$ cat config.mk
export PLATFORM = sky130hd
export DESIGN_NAME = tlb_xlate
export DESIGN_NICKNAME = d
export VERILOG_FILES = /design/src/rtl/tlb_pkg.sv /design/src/rtl/tlb_match.sv /design/src/rtl/tlb_victim.sv /design/src/rtl/tlb_xlate.sv
export SDC_FILE = /design/constraint.sdc
export NUM_CORES = 2
export LEC_CHECK = 0
export ABC_CLOCK_PERIOD_IN_PS = 3950
export BUFFER_PORTS_ARGS = -buffer_cell sky130_fd_sc_hd__buf_2
export CAP_MARGIN = 20
export CORE_ASPECT_RATIO = 0.6
export CORE_UTILIZATION = 45
export DETAILED_ROUTE_END_ITERATION = 10
export GPL_TIMING_DRIVEN = 0
export MAX_ROUTING_LAYER = met4
export PLACE_DENSITY_LB_ADDON = 0.3
export SYNTH_ARGS = -nofsm -noshare
export SYNTH_HDL_FRONTEND = slang
export SYNTH_HIERARCHICAL = 1
export SYNTH_SLANG_ARGS = --single-unit
$ cat constraint.sdc
create_clock -name clk -period 3.95 [get_ports clk]
set_input_delay 0.395 -clock clk [delete_from_list [all_inputs] [get_ports clk]]
set_output_delay 0.395 -clock clk [all_outputs]
set_load 0.01 [all_outputs]
$ cat src/rtl/tlb_pkg.sv
// Package: address geometry and entry layout shared by the translation buffer.
// Assumes 64 KB pages, 32-bit virtual and 28-bit physical addresses.
package tlb_pkg;
    parameter int VA_W   = 32;
    parameter int OFS_W  = 16;
    parameter int PA_W   = 28;
    parameter int ASID_W = 8;
    localparam int VPN_W = VA_W - OFS_W;
    localparam int PPN_W = PA_W - OFS_W;

    typedef enum logic [1:0] {
        ACC_READ  = 2'd0,
        ACC_WRITE = 2'd1,
        ACC_EXEC  = 2'd2,
        ACC_RSVD  = 2'd3
    } acc_e;

    typedef struct packed {
        logic x;
        logic w;
        logic r;
    } perm_t;

    typedef struct packed {
        logic [VPN_W-1:0]  vpn;
        logic [ASID_W-1:0] asid;
        logic [PPN_W-1:0]  ppn;
        perm_t             perm;
    } tlb_entry_t;
endpackage

$ cat src/rtl/tlb_match.sv
// Module: parallel tag compare across all entries.
// Produces one match bit per entry: valid, page number and process id all equal.
// Assumes the caller keeps at most one entry per (page, process) pair.
module tlb_match
    import tlb_pkg::*;
#(
    parameter int ENTRIES = 16
) (
    input  tlb_entry_t [ENTRIES-1:0] ent_i,
    input  logic [ENTRIES-1:0]       valid_i,
    input  logic [VPN_W-1:0]         vpn_i,
    input  logic [ASID_W-1:0]        asid_i,
    output logic [ENTRIES-1:0]       match_o
);
    for (genvar g = 0; g < ENTRIES; g++) begin : g_cmp
        // per-entry comparator
        assign match_o[g] = valid_i[g] && (ent_i[g].vpn == vpn_i) && (ent_i[g].asid == asid_i);
    end
endmodule

$ cat src/rtl/tlb_victim.sv
// Module: chooses the entry a fill writes.
// Priority: duplicate entry, then lowest invalid entry, then round-robin pointer.
// The pointer moves only when a fill actually replaces a valid, unrelated entry.
module tlb_victim #(
    parameter int ENTRIES = 16,
    parameter int IDX_W   = $clog2(ENTRIES)
) (
    input  logic               clk,
    input  logic               rst_n,
    input  logic               fill_go,
    input  logic [ENTRIES-1:0] valid_i,
    input  logic [ENTRIES-1:0] dup_i,
    output logic [IDX_W-1:0]   idx_o
);
    localparam logic [IDX_W-1:0] LAST = IDX_W'(ENTRIES - 1);

    logic [IDX_W-1:0] rr_q;
    logic [IDX_W-1:0] dup_idx;
    logic [IDX_W-1:0] free_idx;
    logic             has_dup;
    logic             has_free;

    // encode the duplicate and the lowest free slot
    always_comb begin
        dup_idx  = '0;
        free_idx = '0;
        has_dup  = |dup_i;
        has_free = ~&valid_i;
        for (int i = ENTRIES - 1; i >= 0; i--) begin
            if (!valid_i[i]) free_idx = IDX_W'(i);
            if (dup_i[i])    dup_idx  = IDX_W'(i);
        end
    end

    // pick the write slot by priority
    always_comb begin
        if (has_dup)       idx_o = dup_idx;
        else if (has_free) idx_o = free_idx;
        else               idx_o = rr_q;
    end

    // advance the round-robin pointer on each replacement
    always_ff @(posedge clk) begin
        if (!rst_n)
            rr_q <= '0;
        else if (fill_go && !has_dup && !has_free)
            rr_q <= (rr_q == LAST) ? '0 : rr_q + 1'b1;
    end
endmodule

$ cat src/rtl/tlb_xlate.sv
// Module: fully associative, process-tagged translation buffer (top).
// Lookups resolve combinationally against the registered entries; fills and
// flushes update the entries at the clock edge, with flush taking precedence.
// Assumes the external walker fills only after a miss and holds inputs stable
// around the rising edge.
module tlb_xlate
    import tlb_pkg::*;
#(
    parameter int ENTRIES = 16
) (
    input  logic                clk,
    input  logic                rst_n,
    input  logic                lk_valid,
    input  logic [VA_W-1:0]     lk_vaddr,
    input  logic [ASID_W-1:0]   lk_asid,
    input  logic [1:0]          lk_acc,
    output logic                lk_hit,
    output logic                lk_miss,
    output logic                lk_fault,
    output logic [PA_W-1:0]     lk_paddr,
    input  logic                fill_valid,
    input  logic [VPN_W-1:0]    fill_vpn,
    input  logic [ASID_W-1:0]   fill_asid,
    input  logic [PPN_W-1:0]    fill_ppn,
    input  logic [2:0]          fill_perm,
    input  logic                flush_valid,
    input  logic                flush_global,
    input  logic [ASID_W-1:0]   flush_asid
);
    localparam int IDX_W = $clog2(ENTRIES);

    tlb_entry_t [ENTRIES-1:0] ent_q;
    logic [ENTRIES-1:0]       valid_q;
    logic [ENTRIES-1:0]       lk_match;
    logic [ENTRIES-1:0]       fill_dup;
    logic [ENTRIES-1:0]       flush_hit;
    logic [IDX_W-1:0]         wr_idx;
    logic                     fill_go;
    logic [PPN_W-1:0]         sel_ppn;
    perm_t                    sel_perm;
    logic                     any_hit;
    logic                     allowed;

    assign fill_go = fill_valid && !flush_valid;

    tlb_match #(.ENTRIES(ENTRIES)) u_lk_match (
        .ent_i   (ent_q),
        .valid_i (valid_q),
        .vpn_i   (lk_vaddr[VA_W-1:OFS_W]),
        .asid_i  (lk_asid),
        .match_o (lk_match)
    );

    tlb_match #(.ENTRIES(ENTRIES)) u_fill_match (
        .ent_i   (ent_q),
        .valid_i (valid_q),
        .vpn_i   (fill_vpn),
        .asid_i  (fill_asid),
        .match_o (fill_dup)
    );

    tlb_victim #(.ENTRIES(ENTRIES), .IDX_W(IDX_W)) u_victim (
        .clk     (clk),
        .rst_n   (rst_n),
        .fill_go (fill_go),
        .valid_i (valid_q),
        .dup_i   (fill_dup),
        .idx_o   (wr_idx)
    );

    for (genvar g = 0; g < ENTRIES; g++) begin : g_flush
        // per-entry process-id compare for selective flush
        assign flush_hit[g] = flush_global || (ent_q[g].asid == flush_asid);
    end

    // OR-mux the matching entry's data
    always_comb begin
        sel_ppn  = '0;
        sel_perm = '0;
        for (int i = 0; i < ENTRIES; i++) begin
            sel_ppn  = sel_ppn  | (ent_q[i].ppn & {PPN_W{lk_match[i]}});
            sel_perm = sel_perm | (ent_q[i].perm & {3{lk_match[i]}});
        end
        any_hit = |lk_match;
    end

    // permission check for the requested access type
    always_comb begin
        case (acc_e'(lk_acc))
            ACC_READ:  allowed = sel_perm.r;
            ACC_WRITE: allowed = sel_perm.w;
            ACC_EXEC:  allowed = sel_perm.x;
            default:   allowed = 1'b0;
        endcase
    end

    // drive lookup results
    always_comb begin
        lk_hit   = lk_valid && any_hit;
        lk_miss  = lk_valid && !any_hit;
        lk_fault = lk_hit && !allowed;
        lk_paddr = lk_hit ? {sel_ppn, lk_vaddr[OFS_W-1:0]} : '0;
    end

    // entry state update: flush first, otherwise fill
    always_ff @(posedge clk) begin
        if (!rst_n) begin
            valid_q <= '0;
            ent_q   <= '0;
        end else if (flush_valid) begin
            valid_q <= valid_q & ~flush_hit;
        end else if (fill_valid) begin
            valid_q[wr_idx] <= 1'b1;
            ent_q[wr_idx]   <= '{vpn: fill_vpn, asid: fill_asid, ppn: fill_ppn, perm: perm_t'(fill_perm)};
        end
    end
endmodule

# Word-level counts from Yosys, hierarchy flattened
# Cells that the tools add are included.
[totals]
register_bits = 644
out_inout_bits = 31
[classes]
n_addsub = 1
order_cmp = 2
eq_ne = 83
muxes = 44
bitwise = 66
reduce_logical = 97
[op_table]
columns = ["op", "n"]
rows = [
  ["$bwmux W624", 1],
  ["$eq A16 B16 Y1", 32],
  ["$eq A8 B8 Y1", 48],
  ["$and A12 B12 Y12", 16],
  ["$or A12 B12 Y12", 15],
  ["$demux W39 S4", 1],
  ["$mux W4", 35],
  ["$logic_and A1 B1 Y1", 71],
  ["$and A3 B3 Y3", 16],
  ["$or A3 B3 Y3", 15],
  ["$mux W39", 1],
  ["$mux W16", 2],
  ["$reduce_or A16 Y1", 2],
  ["$mux W28", 1],
  ["$and A16 B16 Y16", 1],
  ["$logic_or A1 B1 Y1", 16],
  ["$not A16 Y16", 1],
  ["$or A16 B16 Y16", 1],
  ["$reduce_and A16 Y1", 1],
  ["$lt A4 B5 Y1 const B", 1],
  ["$add A4 B1 Y4 const B", 1],
  ["$demux W1 S4", 1],
  ["$eq A4 B4 Y1 const B", 1],
  ["$ge A4 B1 Y1 const B", 1],
  ["other kinds (9)", 12],
]

# Logic depth before layout (Yosys ltp)
[depth]
ltp_word = 27
mapped_depth = 17
depth_no_buf = 13

# Cells and area by module
# The synthesis kept the hierarchy.
[modules_own_cells]
columns = ["mod", "n_inst", "cells_per_inst", "area_per_inst_um2"]
rows = [
  ["tlb_xlate", 1, 3281, 26736.9],
  ["tlb_match", 2, 576, 4727.0],
  ["tlb_victim", 1, 84, 603.1],
]

# Worst setup path after synthesis
# No wires, ideal clock.
[synth_path]
path_type = "input port to flip-flop"
from = "in fill_asid[6]"
to = "reg ent_q[393] in the netlist's numbering"
setup_ns = 0.076
t_arrival_ns = 3.485
path_slack_ns = 0.390
path_stages = 16
path_cell_list = "buf_2 buf_2 xnor2_1 nand4_1 nor4_1 nor2_1 o31a_2 o31ai_1 a211oi_1 o32ai_1 nor2b_1 and2_1 clkbuf_1 clkbuf_1 nand2_1 a21boi_0"
[synth_lines]
columns = ["item", "line_no", "rtl"]
rows = [
  ["start: declaration", "tlb_xlate.sv:23", "input logic [ASID_W-1:0] fill_asid,"],
  ["$eq A8 B8 Y1 (*)", "tlb_match.sv:17", "assign match_o[g] = valid_i[g] && (ent_i[g].vpn == vpn_i) && (ent_i[g].asid == asid_i);"],
  ["$logic_and A1 B1 Y1 (*)", "tlb_match.sv:17", ""],
  ["via fill_dup[14]", "tlb_xlate.sv:35", "logic [ENTRIES-1:0] fill_dup;"],
  ["$mux W4 (15 in a row)", "tlb_victim.sv:31", "if (dup_i[i]) dup_idx = IDX_W'(i);"],
  ["$mux W4 (*)", "tlb_victim.sv:37", "if (has_dup) idx_o = dup_idx;"],
  ["via wr_idx[1]", "tlb_xlate.sv:37", "logic [IDX_W-1:0] wr_idx;"],
  ["$lt A4 B5 Y1 (not written as such) / $ge A4 B1 Y1 (equally long branches)", "tlb_xlate.sv:114", "ent_q[wr_idx] <= '{vpn: fill_vpn, asid: fill_asid, ppn: fill_ppn, perm: perm_t'(fill_perm)};"],
  ["$logic_and A1 B1 Y1 (not written as such)", "tlb_xlate.sv:114", ""],
  ["$mux W39 (not written as such)", "tlb_xlate.sv:114", ""],
  ["$demux W39 S4 (*)", "tlb_xlate.sv:114", ""],
  ["$bwmux W624 (*)", "tlb_xlate.sv:114", ""],
  ["end signal: indexed assignment", "tlb_xlate.sv:114", ""],
  ["end: declaration", "tlb_xlate.sv:32", "tlb_entry_t [ENTRIES-1:0] ent_q;"],
]
# The timed path passes the listed nets; every way through them passes the cells marked *.
# A chain may end at the register's enable or synchronous reset.

# Final worst setup path
[layout_path]
from = "reg ent_q[256] in the netlist's numbering"
to = "out lk_paddr[19]"
[layout_between]
elab_chain_len = 14
[layout_lines]
columns = ["item", "line_no", "rtl"]
rows = [
  ["$eq A8 B8 Y1 (*)", "tlb_match.sv:17", ""],
  ["$logic_and A1 B1 Y1 (*)", "tlb_match.sv:17", ""],
  ["via lk_match[6]", "tlb_xlate.sv:34", "logic [ENTRIES-1:0] lk_match;"],
  ["$and A12 B12 Y12", "tlb_xlate.sv:81", "sel_ppn = sel_ppn | (ent_q[i].ppn & {PPN_W{lk_match[i]}});"],
  ["$or A12 B12 Y12 (10 in a row)", "tlb_xlate.sv:81", ""],
  ["$mux W28 (*)", "tlb_xlate.sv:102", "lk_paddr = lk_hit ? {sel_ppn, lk_vaddr[OFS_W-1:0]} : '0;"],
  ["end: declaration", "tlb_xlate.sv:20", "output logic [PA_W-1:0] lk_paddr,"],
]
# Marked as above.

==> summary.md <==
| Metric | Value |
|---|---|
| Cell Pwr Density | `approximately 360 nW/um^2` |
| CP max stage delay | `0.53 ns` |
| Worst Hold Launch | `rst_n` |
| Most numerous cell in the Yosys netlist | `nand2_1` |
| Initial antenna violation count | `7` |
| Cells after Synth | `between 4000 and 5000` |
| Pin count of the biggest net entering global routing | `20` |
| Post-Route WL | `190 mm` |
| Synthesized area | `36800 sq um` |
| Crit path DAT | `3.71 ns` |
| Max Fclk | `~240 MHz` |
| Fraction of layout cells with a size suffix above 1 | `0.126` |
| Worst Hold Endpoint | `u_victim/rr_q[2]$_SDFFE_PN0P_` |
| CTS root buf | `clkbuf_16` |
| Maxcap violations | `0` |
| Worst Setup End Kind | `output pin` |
| Core area | `~80000 sq um` |
| FF-to-FF End | `ent_q[217]$_SDFFE_PN0P_` |
| Inst Count DP | `5637` |
| Clock Latency Late Sink | `0.68 ns` |
| Final #Nets | `4751` |
| Clk_skew | `0.0286 ns` |
| Status | `finished, violations left` |
| Detailed-route wire length per cell | `32.9 um` |
| Count of hold-fix buffers inserted at cts | `0` |
| Failing checks | `setup timing` |
| Antenna-violating nets left | `0` |
| DP HPWL | `roughly 140 mm` |
| Hold Vio Cnt, Final | `0` |
| Crit-path max FO | `10` |
| Fin area | `42200 sq um` |
| Number of buffers inserted by port buffering | `53` |
| RD Place Congestion | `approximately 1.1` |
| Tightest Pin Transition | `around 1.2 ns` |
| Clock transition at the registers of the reported paths | `0.07 ns` |
| Max IR drop VDD | `0.316 mV` |
| Synth area leader | `dfxtp_1` |
| Seq cells post-synth | `~640` |
| Crit path max-delay family | `simple AND/OR/NAND/NOR gates` |
| Worst Hold Margin | `0.0436 ns` |
| Sequential area share after synthesis | `0.350` |
| Fin crit share | `1.04` |
| Die height | `223 um` |
| Number of global-route vias before repair | `32285` |
| Hold depth | `2` |
| Clock sinks | `644` |
| # DRC | `0` |
| Cell Count, Final, Fillers Out | `5778` |
| # rows | `80` |
| H-tree lvl count | `3` |
| Chip width | `roughly 370 um` |
| Vias per cell | `approximately 6.3` |
| CP Cell Sequence | `xor2_1 > nor4_1 > nand3_1 > nor4_4 > clkbuf_8 > nor4_1 > nand4_1 > nand2_2 > buf_6 > a31oi_1 > buf_2` |
| Top_reg_cell synth | `dfxtp_1` |
| Die area | `82900 sq um` |
| CP most frequent cell | `nor4_1` |
| Area share of the largest cell type after synthesis | `0.350` |
| Hold WC Path Type | `input port to flop` |
| WS Path Type | `flop to output pin` |
| Initial Util | `0.459` |
| Largest cells by area after synthesis | `dfxtp_1 (35%), xor2_1 (14%), nand2_1 (13%)` |
| CP Launch Type | `flop` |
| Syn_area_per_cell | `8.15 sq um` |
| Ports | `126` |
| Clock Path Buffers | `3` |
| Worst R2R Path Depth | `17` |
| Yosys warning total | `6` |
| Final min period | `4.11 ns` |
| Starting DRT DRC Count | `5945` |
| TritonCTS clock tree | `done` |
| Pleak | `approximately 15 nW` |
| Req. time, crit path | `3.56 ns` |
| Via count | `36526` |
| Area growth syn-to-layout | `14.7%` |
| Synth top cells by count | `nand2_1 (1273), dfxtp_1 (644), xor2_1 (576)` |
| Slew HR | `0.174` |
| Synth unique cells | `between 60 and 70` |
| R2r startpoint | `ent_q[467]$_SDFFE_PN0P_` |
| Worst Path Buf+Inv | `3` |
| EDFF count, synth | `0` |
| Synth async-reset ratio | `0` |
| Final setup viols | `25` |
| Total Power | `15.0 mW` |
| Net Count, Synth | `4613` |
| Post-DP Area | `38400 sq um` |
| Internal reg-to-reg setup slack | `-0.05 ns` |
| CTS Buf Count | `68` |
| Core Util, Final | `0.527` |
| GRT overflow | `0` |
| Final Slew Violations | `0` |
| CP max stage cell | `dfxtp_1` |
| First-pass GRT wire length | `roughly 260 mm` |
| GRT Total Usage | `0.459` |
| Final worst slack | `-0.158 ns` |
| 1st-pass router iterations | `7` |
[cells by family after synthesis]
logic type	synth area share
DFF	0.350
xor gates and xnor gates	0.213
buffers and inverters	0.0619
AOI/OAI and AO/OA	0.172
adders and majority gates	0.000340
and+or+nand+nor	0.202
[sequential cells by signal, summed over array words and instances, names as in the netlist]
name	flops
u_victim/rr_q	4
ent_q	624
valid_q	16
[layout by cell type (no fill, tap or decap), types with 8 or more instances in the layout]
cell	count
xnor2_1	320
nand2_1	1267
nand4_1	71
clkbuf_8	29
dfxtp_1	608
clkinv_2	14
clkbuf_2	26
a221oi_1	42
nor4_2	27
buf_4	75
and3_1	28
buf_2	100
a22oi_1	34
diode_2	8
clkbuf_16	69
nor3_1	34
a21oi_1	23
clkbuf_4	36
o21ai_0	22
buf_6	69
clkbuf_1	170
xor2_1	575
dfxtp_2	32
a41o_1	16
nor2_1	23
nor4_4	27
a21boi_0	503
nor2_4	9
a21boi_1	123
buf_8	10
nor4_1	97
a22o_1	40
nand3_1	67
a31oi_1	12
[final cells by class]
class | instances | area, sq um
antenna | 8 | 20.0
buffer | 422 | 2850
clock buffer | 90 | 1940
clock inverter | 29 | 273
fill | 7666 | 38000
inverter | 8 | 30.0
multi-input combinational | 3432 | 22300
sequential | 644 | 12900
tap | 1066 | 1330
timing repair buffer | 79 | 497
[metal layers]
metal | track usage | share of wire | routed length (um)
met3 | 0.204 | 0.18 | 34200
met5 | - | 0 | 0
met2 | 0.565 | 0.37 | 69900
met4 | 0.165 | 0.041 | 7730
met1 | 0.640 | 0.41 | 78400
[metrics by stage]
stage           TNS, ns  setup WS [ns]
6_report         -0.897         -0.158
5_1_grt         -0.0966        -0.0221
4_1_cts         -0.0567        -0.0261
3_5_place_dp    -909.92          -1.89
3_3_place_gp   -1105.20          -2.18
2_1_floorplan         0          0.390
[what timing repair did]
action	CTS	global route
hold endpoints to repair	0	0
setup buffers	10	13
endpoints found under the setup margin	671	662
pin swaps	14	25
resized for setup	305	225
[power by group]
| part | switching, mW | internal, mW |
|---|---|---|
| clock network | 3.09 | 3.67 |
| registers | 0.0342 | 6.51 |
| logic | 1.23 | 0.518 |
[how the worst max path moves through the flow]
stage	start	to	slack, ns	cells after the start
after floorplan	fill_asid[6]	ent_q[393]$_SDFFE_PN0P_	0.39	16
after global placement	fill_asid[7]	ent_q[434]$_SDFFE_PN0P_	-2.18	16
after detailed placement	fill_vpn[14]	ent_q[458]$_SDFFE_PN0P_	-1.89	17
after CTS	ent_q[424]$_SDFFE_PN0P_	ent_q[458]$_SDFFE_PN0P_	-0.03	17
after global routing	ent_q[413]$_SDFFE_PN0P_	ent_q[335]$_SDFFE_PN0P_	-0.02	16
final	ent_q[256]$_SDFFE_PN0P_	lk_paddr[19]	-0.16	11
No activity file was read; power rests on OpenSTA's default activity.
